<file path="src/rtl/cgr_pkg.sv">
package cgr_pkg;

    localparam int CH_PER_GRP = 3;
    localparam int DECADES    = 4;

    typedef enum logic [2:0] {
        CLK_OWN_PIN = 3'd0,
        CLK_BASE    = 3'd1,
        CLK_DIV10   = 3'd2,
        CLK_DIV100  = 3'd3,
        CLK_DIV1K   = 3'd4,
        CLK_DIV10K  = 3'd5,
        CLK_CASCADE = 3'd6,
        CLK_GRP_PIN = 3'd7
    } clk_src_e;

    typedef enum logic [2:0] {
        GATE_ON      = 3'd0,
        GATE_OFF     = 3'd1,
        GATE_OWN_PIN = 3'd2,
        GATE_INV_OUT = 3'd3,
        GATE_RSV4    = 3'd4,
        GATE_RSV5    = 3'd5,
        GATE_RSV6    = 3'd6,
        GATE_RSV7    = 3'd7
    } gate_src_e;

    typedef struct packed {
        gate_src_e gate;
        clk_src_e  clk;
    } chan_sel_t;

    // Cascade clock source: previous channel, wrapping into the preceding group.
    function automatic int cascade_clk_src(int ch, int ngrp);
        int g = ch / CH_PER_GRP;
        int n = ch % CH_PER_GRP;
        if (n > 0) return ch - 1;
        return ((g + ngrp - 1) % ngrp) * CH_PER_GRP + (CH_PER_GRP - 1);
    endfunction

    // Inverted-output gate source: two positions back around the ring.
    function automatic int cascade_gate_src(int ch, int ngrp);
        int g = ch / CH_PER_GRP;
        int n = ch % CH_PER_GRP;
        if (n == CH_PER_GRP - 1) return g * CH_PER_GRP;
        return ((g + ngrp - 1) % ngrp) * CH_PER_GRP + n + 1;
    endfunction

endpackage

</file>
<file path="src/rtl/cgr_decade_chain.sv">
module cgr_decade_chain #(
    parameter int DECADES = 4
) (
    input  logic               clk,
    input  logic               rst,
    output logic [DECADES-1:0] tick_o
);
    logic [DECADES-1:0] at_nine;

    for (genvar k = 0; k < DECADES; k++) begin : g_stage
        logic [3:0] cnt_q;
        logic       adv;

        if (k == 0) begin : g_first
            assign adv = 1'b1;
        end else begin : g_rest
            assign adv = &at_nine[k-1:0];
        end

        always_ff @(posedge clk) begin
            if (rst) begin
                cnt_q <= 4'd0;
            end else if (adv) begin
                cnt_q <= (cnt_q == 4'd9) ? 4'd0 : cnt_q + 4'd1;
            end
        end

        assign at_nine[k] = (cnt_q == 4'd9);
        assign tick_o[k]  = &at_nine[k:0];
    end
endmodule

</file>
<file path="src/rtl/cgr_pin_sync.sv">
module cgr_pin_sync #(
    parameter int W = 1
) (
    input  logic         clk,
    input  logic         rst,
    input  logic [W-1:0] pin_i,
    output logic [W-1:0] lvl_o
);
    logic [W-1:0] meta_q;

    always_ff @(posedge clk) begin
        if (rst) begin
            meta_q <= '0;
            lvl_o  <= '0;
        end else begin
            meta_q <= pin_i;
            lvl_o  <= meta_q;
        end
    end
endmodule

</file>
<file path="src/rtl/cgr_rise_det.sv">
module cgr_rise_det #(
    parameter int W = 1
) (
    input  logic         clk,
    input  logic         rst,
    input  logic [W-1:0] lvl_i,
    output logic [W-1:0] rise_o
);
    logic [W-1:0] last_q;

    always_ff @(posedge clk) begin
        if (rst) last_q <= '0;
        else     last_q <= lvl_i;
    end

    assign rise_o = lvl_i & ~last_q;
endmodule

</file>
<file path="src/rtl/cgr_chan_route.sv">
module cgr_chan_route
    import cgr_pkg::*;
#(
    parameter int DECADES = 4
) (
    input  chan_sel_t          sel_i,
    input  logic               own_rise_i,
    input  logic               grp_rise_i,
    input  logic               casc_rise_i,
    input  logic [DECADES-1:0] dec_tick_i,
    input  logic               gate_pin_i,
    input  logic               far_out_i,
    output logic               clk_en_o,
    output logic               gate_o
);
    always_comb begin
        unique case (sel_i.clk)
            CLK_OWN_PIN: clk_en_o = own_rise_i;
            CLK_BASE:    clk_en_o = 1'b1;
            CLK_DIV10:   clk_en_o = dec_tick_i[0];
            CLK_DIV100:  clk_en_o = dec_tick_i[1];
            CLK_DIV1K:   clk_en_o = dec_tick_i[2];
            CLK_DIV10K:  clk_en_o = dec_tick_i[3];
            CLK_CASCADE: clk_en_o = casc_rise_i;
            CLK_GRP_PIN: clk_en_o = grp_rise_i;
            default:     clk_en_o = 1'b0;
        endcase
    end

    always_comb begin
        unique case (sel_i.gate)
            GATE_ON:      gate_o = 1'b1;
            GATE_OFF:     gate_o = 1'b0;
            GATE_OWN_PIN: gate_o = gate_pin_i;
            GATE_INV_OUT: gate_o = ~far_out_i;
            default:      gate_o = 1'b0;
        endcase
    end
endmodule

</file>
<file path="src/rtl/cgr_route_matrix.sv">
module cgr_route_matrix
    import cgr_pkg::*;
#(
    parameter  int NUM_GRP = 2,
    localparam int NCH     = NUM_GRP * CH_PER_GRP,
    localparam int CHW     = (NCH > 1) ? $clog2(NCH) : 1
) (
    input  logic               clk,
    input  logic               rst,
    input  logic [NCH-1:0]     clk_pin_i,
    input  logic [NCH-1:0]     gate_pin_i,
    input  logic [NUM_GRP-1:0] grp_clk_pin_i,
    input  logic [NCH-1:0]     cnt_out_i,
    input  logic               wr_en_i,
    input  logic               wr_gate_i,
    input  logic [CHW-1:0]     wr_chan_i,
    input  logic [2:0]         wr_data_i,
    input  logic               rd_gate_i,
    input  logic [CHW-1:0]     rd_chan_i,
    output logic [2:0]         rd_data_o,
    output logic [NCH-1:0]     clk_en_o,
    output logic [NCH-1:0]     gate_o
);
    chan_sel_t          sel_q [NCH];
    logic [NCH*6-1:0]   sel_flat;
    logic [DECADES-1:0] dec_tick;
    logic [NCH-1:0]     clk_pin_s, gate_pin_s, pin_rise, out_rise;
    logic [NUM_GRP-1:0] grp_pin_s, grp_rise;

    always_ff @(posedge clk) begin
        if (rst) begin
            for (int i = 0; i < NCH; i++) sel_q[i] <= '0;
        end else if (wr_en_i && int'(wr_chan_i) < NCH) begin
            if (wr_gate_i) sel_q[wr_chan_i].gate <= gate_src_e'(wr_data_i);
            else           sel_q[wr_chan_i].clk  <= clk_src_e'(wr_data_i);
        end
    end

    always_comb begin
        rd_data_o = 3'd0;
        if (int'(rd_chan_i) < NCH) begin
            rd_data_o = rd_gate_i ? sel_q[rd_chan_i].gate : sel_q[rd_chan_i].clk;
        end
    end

    cgr_decade_chain #(.DECADES(DECADES)) u_div (
        .clk(clk), .rst(rst), .tick_o(dec_tick)
    );

    cgr_pin_sync #(.W(NCH)) u_sync_clk (
        .clk(clk), .rst(rst), .pin_i(clk_pin_i), .lvl_o(clk_pin_s)
    );
    cgr_pin_sync #(.W(NCH)) u_sync_gate (
        .clk(clk), .rst(rst), .pin_i(gate_pin_i), .lvl_o(gate_pin_s)
    );
    cgr_pin_sync #(.W(NUM_GRP)) u_sync_grp (
        .clk(clk), .rst(rst), .pin_i(grp_clk_pin_i), .lvl_o(grp_pin_s)
    );

    cgr_rise_det #(.W(NCH)) u_rise_pin (
        .clk(clk), .rst(rst), .lvl_i(clk_pin_s), .rise_o(pin_rise)
    );
    cgr_rise_det #(.W(NUM_GRP)) u_rise_grp (
        .clk(clk), .rst(rst), .lvl_i(grp_pin_s), .rise_o(grp_rise)
    );
    cgr_rise_det #(.W(NCH)) u_rise_out (
        .clk(clk), .rst(rst), .lvl_i(cnt_out_i), .rise_o(out_rise)
    );

    for (genvar i = 0; i < NCH; i++) begin : g_chan
        localparam int CSRC = cascade_clk_src(i, NUM_GRP);
        localparam int GSRC = cascade_gate_src(i, NUM_GRP);

        assign sel_flat[i*6 +: 6] = sel_q[i];

        cgr_chan_route #(.DECADES(DECADES)) u_route (
            .sel_i      (sel_q[i]),
            .own_rise_i (pin_rise[i]),
            .grp_rise_i (grp_rise[i / CH_PER_GRP]),
            .casc_rise_i(out_rise[CSRC]),
            .dec_tick_i (dec_tick),
            .gate_pin_i (gate_pin_s[i]),
            .far_out_i  (cnt_out_i[GSRC]),
            .clk_en_o   (clk_en_o[i]),
            .gate_o     (gate_o[i])
        );
    end
endmodule

</file>
<file path="config.mk">
export PLATFORM = sky130hd
export DESIGN_NAME = cgr_route_matrix
export DESIGN_NICKNAME = d
export VERILOG_FILES = /design/src/rtl/cgr_pkg.sv /design/src/rtl/cgr_decade_chain.sv /design/src/rtl/cgr_pin_sync.sv /design/src/rtl/cgr_rise_det.sv /design/src/rtl/cgr_chan_route.sv /design/src/rtl/cgr_route_matrix.sv
export SDC_FILE = /design/constraint.sdc
export NUM_CORES = 1
export LEC_CHECK = 0
export ABC_AREA = 1
export BUFFER_PORTS_ARGS = -buffer_cell sky130_fd_sc_hd__clkbuf_2
export CAP_MARGIN = 20
export CORE_UTILIZATION = 40
export CTS_CLUSTER_SIZE = 28
export DETAILED_ROUTE_END_ITERATION = 10
export PLACE_DENSITY = 0.67
export REMOVE_ABC_BUFFERS = 1
export SLEW_MARGIN = 20
export SYNTH_ARGS = -nofsm -noshare
export SYNTH_HDL_FRONTEND = slang
export SYNTH_SLANG_ARGS = --single-unit
</file>
<file path="constraint.sdc">
create_clock -name clk -period 1.7 [get_ports clk]
set_clock_uncertainty 0.05 [all_clocks]
set_input_delay 0.085 -clock clk [delete_from_list [all_inputs] [get_ports clk]]
set_output_delay 0.085 -clock clk [all_outputs]
set_load 0.05 [all_outputs]
</file>
* Yosys cells after proc, flatten, opt, wreduce, memory -nomap -nowiden
Memory sizes are Yosys's and may differ from the RTL's. Cells that the tools add are included.
Word-level totals: flip-flop bits (word level) 58, input bits 34, RAM bits 36, memories 1
Memory list:
- sel_q | words 6, width 6, rd ports 7, clocked after Yosys merged registers in 0, wr ports 6, RTL line cgr_route_matrix.sv:24 | chan_sel_t sel_q [NCH];
Operators by class: order comparisons 2, mux-type cells 30, reductions and logical operators 18, add/sub/neg operators 4, bitwise operators 12, eq/ne operators 58
Operators with widths (number):
- $eq 3x2->1 const B | 24
- $eq 3x3->1 const B | 24
- $pmux 1 s8 | 6
- $logic_not 3->1 | 12
- $eq 3x1->1 const B | 6
- $pmux 1 s3 | 6
- $add 4x1->4 const B | 4
- $eq 4x4->1 const B | 4
- $and 6x6->6 | 2
- $mux 4 | 3
- $not 6->6 | 2
- $mux 1 | 10
- $mux 3 | 3
- $lt 3x3->1 const B | 2
- $mux 6 | 1
- $not 1->1 | 6
- $reduce_or 6->1 | 1
- $reduce_and 4->1 | 1
- $reduce_and 3->1 | 1
- $and 2x2->2 | 1
- $mux 2 | 1
- $not 2->2 | 1
- $reduce_and 2->1 | 1
- $reduce_or 2->1 | 1
- $logic_and 1x1->1 | 1

* Logic depth before layout (Yosys ltp)
word-level depth 7, depth in mapped cells 10, mapped depth without buffers 9

* Hierarchy
Synthesis repeated with hierarchy kept, for this count alone.
Second synthesis, totals: cell total of the unflattened synthesis 606, area, all modules 4569.4 um2
Modules (own cells, without submodules):
- cgr_route_matrix | cells each 213, instances 1, area each 1858.0 um2
- cgr_decade_chain | cells each 125, instances 1, area each 909.6 um2
- cgr_pin_sync (u_sync_clk ...) | cells each 37, instances 2, area each 341.6 um2
- cgr_chan_route | cells each 21, instances 6, area each 95.1 um2
- cgr_rise_det (u_rise_out ...) | cells each 24, instances 2, area each 187.7 um2
- cgr_pin_sync (u_sync_grp) | cells each 12, instances 1, area each 110.1 um2
- cgr_rise_det (u_rise_grp) | cells each 8, instances 1, area each 62.6 um2

* Worst setup path after synthesis
OpenSTA, ideal clock, no wires.
path kind register to output, start register u_div.g_stage[0].cnt_q[0], end output clk_en_o[5], buffers on the path 2, cell stages (with the launch flop) 10, data arrival time 1.391 ns, slack 0.174 ns, cell sequence dfxtp_1 -> ha_1 -> nand2_1 -> nor2_4 -> nand3_2 -> buf_4 -> nand3_1 -> nand2_1 -> nand4_1 -> buf_4
On the way: cells in the longest elaborated chain, start to end 3, elaborated cells on any way between the ends 5, those cells by class eq/ne: 1; mux: 1; reduce/logical: 3
RTL lines:
- from (decl) | RTL line cgr_decade_chain.sv:11 | logic [3:0] cnt_q;
- from (signal assigned) | RTL line cgr_decade_chain.sv:24 | cnt_q <= (cnt_q == 4'd9) ? 4'd0 : cnt_q + 4'd1;
- $eq 4x4->1 (*) | RTL line cgr_decade_chain.sv:28 | assign at_nine[k] = (cnt_q == 4'd9);
- $reduce_and 4->1 (tied with other cells) | RTL line cgr_decade_chain.sv:29 | assign tick_o[k] = &at_nine[k:0];
- $pmux 1 s8 (*) | RTL line cgr_chan_route.sv:17 | unique case (sel_i.clk)
- to (decl) | RTL line cgr_route_matrix.sv:21 | output logic [NCH-1:0] clk_en_o,
Every way passes the cells marked *; elsewhere a longest branch is shown, timed or not.

* Worst setup path in the final report
start register u_div.g_stage[0].cnt_q[1], end output clk_en_o[3]
Same word-level chain as after synthesis.

==> impl_metrics.py <==
metrics = {
    "clock_tree": {
        "clock-sinks": 94,
        "clkTransAtPathRegs_ps": 90,
        "htreeDepth": 3,
        "insertion_delay_ps": 370,
        "clk_path_buf_depth": 2,
        "numCtsBuffers": 9,
        "clock-root-buffer": "clkbuf_8",
        "cts_tree": "built",
    },
    "setup_path": {
        "r2r_cells": 9,
        "timing.rr.start": "u_div.g_stage[0].cnt_q[1]",
        "required_ps": 1560,
        "worstPathArrival_ps": 1800,
        "end_kind": "output pin",
        "crit_fanout": 13,
        "path_class": "reg -> out",
        "r2r-end": "u_div.g_stage[3].cnt_q[0]",
        "startpoint_type": "register",
        "reg2reg_slack_ps": 110,
    },
    "power": {
        "internal_power_mw": 3.36,
        "power_mw": 4.67,
        "p_sw_share_pct": 28.0,
        "p_switching_mw": 1.31,
        "vdd_drop_max_mv": 0.371,
        "p_leak_nw": 2.36,
        "power_density_mw_per_mm2": 851,
        "seqPwrFrac_pct": 53.9,
        "power_frac_comb_pct": 15.2,
        "p_clk_share_pct": 30.8,
    },
    "finish": {
        "fillers": 1028,
        "layout_common_cells": "nor2_1, inv_1, nand2_1, nand3_1, dfxtp_1",
        "final_core_util_pct": 50.6,
        "num_antenna_cells": 0,
        "layout.cells.most_common": "nor2_1",
        "seq_area_sq_mm": 0.00225,
        "area_delta_synth_final_pct": 23.7,
        "drive_gt1_share_pct": 19.4,
        "multi_input_area_sq_mm": 0.00173,
        "num-nets-final": 690,
    },
    "yosys": {
        "synth_edf_count": 36,
        "ys_types": 32,
        "netlist_instances": 579,
        "ys_warn_count": 0,
        "synthArstFlopShare_pct": 0,
        "post_synth.cell_area_avg_sq_um": 7.66,
        "synth_area_sq_mm": 0.00443,
        "yosys_most_used_dff": "dfxtp_1",
        "synth-seq-cells": 94,
        "synth_seq_area_share_pct": 50.6,
    },
    "place": {
        "hpwl_microns": 6990,
        "pre_cts_ws_ps": 3.20,
        "port_buffers": 48,
        "globalplace.congestion": 0.882,
    },
    "flow_run": {
        "drv_cap": 0,
    },
    "sta": {
        "whs_ps": 148,
        "clock.fmax_ghz": 0.518,
        "tightest_slew_ps": 545,
        "hold_violations": 0,
        "finalSetupTns_ps": -1310,
        "setup_viol": 8,
        "fin_ws_ps": -231,
        "slew_violations": 0,
        "finalCritPeriodShare_pct": 114,
        "slew_headroom_pct": 63.6,
        "grt_setup_unrepaired": "yes",
        "min_period_ps": 1930,
    },
    "route": {
        "num_vias": 3961,
        "wl_per_cell_microns": 12.9,
        "drc": 0,
        "drt_iter0_drc": 188,
        "wl_microns": 10300,
        "dr.pass1.iters": 5,
        "drtAntennaViolNets": 0,
        "vias_per_cell": 4.96,
    },
    "worst_hold_path": {
        "hp-class": "in -> reg",
        "min_to": "sel_q[5][5]",
        "hp-start": "wr_gate_i",
        "hold_depth": 3,
    },
    "run_status": {
        "status": "finished with violations",
        "violations": "setup timing",
    },
    "die": {
        "die_w_microns": 107,
        "rows": 38,
        "core_sq_mm": 0.0108,
        "die_area_sq_mm": 0.0115,
        "initial_core_util_pct": 40.9,
        "io_pins": 49,
        "die_h_microns": 107,
    },
    "global_routing": {
        "antenna_found_initial": 0,
        "grtUsageTotal_pct": 18.6,
        "grt_pass1_vias": 3644,
        "grt_pass1_wl_microns": 16500,
        "grt_max_degree": 50,
        "grt_overflow": 0,
    },
}
[cell usage after synthesis (3+ instances only)]
cell type	number	area [sq um]
nand4_1	7	43.8
nor2_1	115	432
edfxtp_1	36	1080
or2_2	4	25.0
buf_4	13	97.6
a31oi_1	4	25.0
o21ai_0	22	110
o211ai_1	5	37.5
nand2_1	76	285
clkbuf_1	7	26.3
nor2_2	3	18.8
a21oi_1	23	115
dfxtp_1	58	1160
nand3_1	61	305
nor3_1	24	120
inv_1	95	357
buf_2	7	35.0
[flip-flops by register name, indices dropped and copies added (netlist names)]
name                 cells
u_sync_clk.lvl_o         6
u_sync_gate.lvl_o        6
u_rise_grp.last_q        2
u_div.g_stage.cnt_q     16
u_rise_pin.last_q        6
u_sync_grp.lvl_o         2
u_rise_out.last_q        6
sel_q                   36
u_sync_gate.meta_q       6
u_sync_clk.meta_q        6
u_sync_grp.meta_q        2
[metal layers]
metal / part of all wire [%] / wire, microns / vias up / track usage [%]
met5: 0 / 0 / - / 0
met4: 2.4 / 243 / 0 / 7.53
met3: 7.1 / 727 / 26 / 3.69
met2: 48 / 5000 / 158 / 32.2
met1: 42 / 4340 / 1796 / 22.6
li1: - / - / 1981 / -
[power groups by stage]
| stage | clock network, mW | logic, mW | registers, mW |
|---|---|---|---|
| 2_1_floorplan | 0 | 0.366 | 2.55 |
| 3_3_place_gp | 0 | 0.588 | 2.56 |
| 3_5_place_dp | 0 | 0.599 | 2.57 |
| 4_1_cts | 1.46 | 0.684 | 2.51 |
| 5_1_grt | 1.57 | 0.777 | 2.53 |
| 6_report | 1.44 | 0.711 | 2.52 |
[worst max-delay path by stage]
stage                         startpoint                        end  cells after the start
2_1_floorplan                sel_q[0][4]                  gate_o[0]                      3
3_3_place_gp   u_div.g_stage[0].cnt_q[0]                clk_en_o[5]                      6
3_5_place_dp   u_div.g_stage[0].cnt_q[0]  u_div.g_stage[2].cnt_q[1]                      7
4_1_cts        u_div.g_stage[0].cnt_q[1]                clk_en_o[3]                     10
5_1_grt        u_div.g_stage[0].cnt_q[1]                clk_en_o[3]                      8
6_report       u_div.g_stage[0].cnt_q[1]                clk_en_o[3]                      8
[critical path, cell delays in order, from the launching register on]
cell and delay (ps):
dfxtp_2 340, inv_2 60, ha_4 140, nand3b_1 170, nor2_4 160, buf_12 150
nand3_1 80, nand4_1 180, buf_12 160
[final cells by class]
class                           count  share of cell area (%)
Inverter                           96                    6.57
Sequential cell                    94                    41.0
Clock inverter                      5                   0.730
Multi-Input combinational cell    360                    31.6
Clock buffer                       11                    2.78
Timing Repair Buffer               93                    14.2
Tap cell                          140                    3.19
[kinds of logic (layout without fill, tap and decap cells)]
family	after synthesis	count (layout)	share of synthesized area, %
and+or+nand+nor	295	295	28.8
xor gates and xnor gates	2	2	0.395
buffers and inverters	125	205	12.0
DFF	94	94	50.6
adders and majority gates	2	2	0.564
AOI/OAI and AO/OA	61	61	7.62
[through the flow]
step	cells	cell area [sq um]
5_1_grt	799	5480
2_1_floorplan	550	4260
4_1_cts	793	5400
6_report	799	5480
3_3_place_gp	745	4830
3_5_place_dp	745	4830
[what timing repair did]
item | in CTS | in global routing
gates resized for setup | 24 | 23
buffers inserted | 12 | 6
pin swaps | 7 | 7
hold buffers | 20 | 0
setup endpoints to repair | 9 | 9
endpoints found under the hold margin | 20 | 0
(Power assumes the default switching activity.)
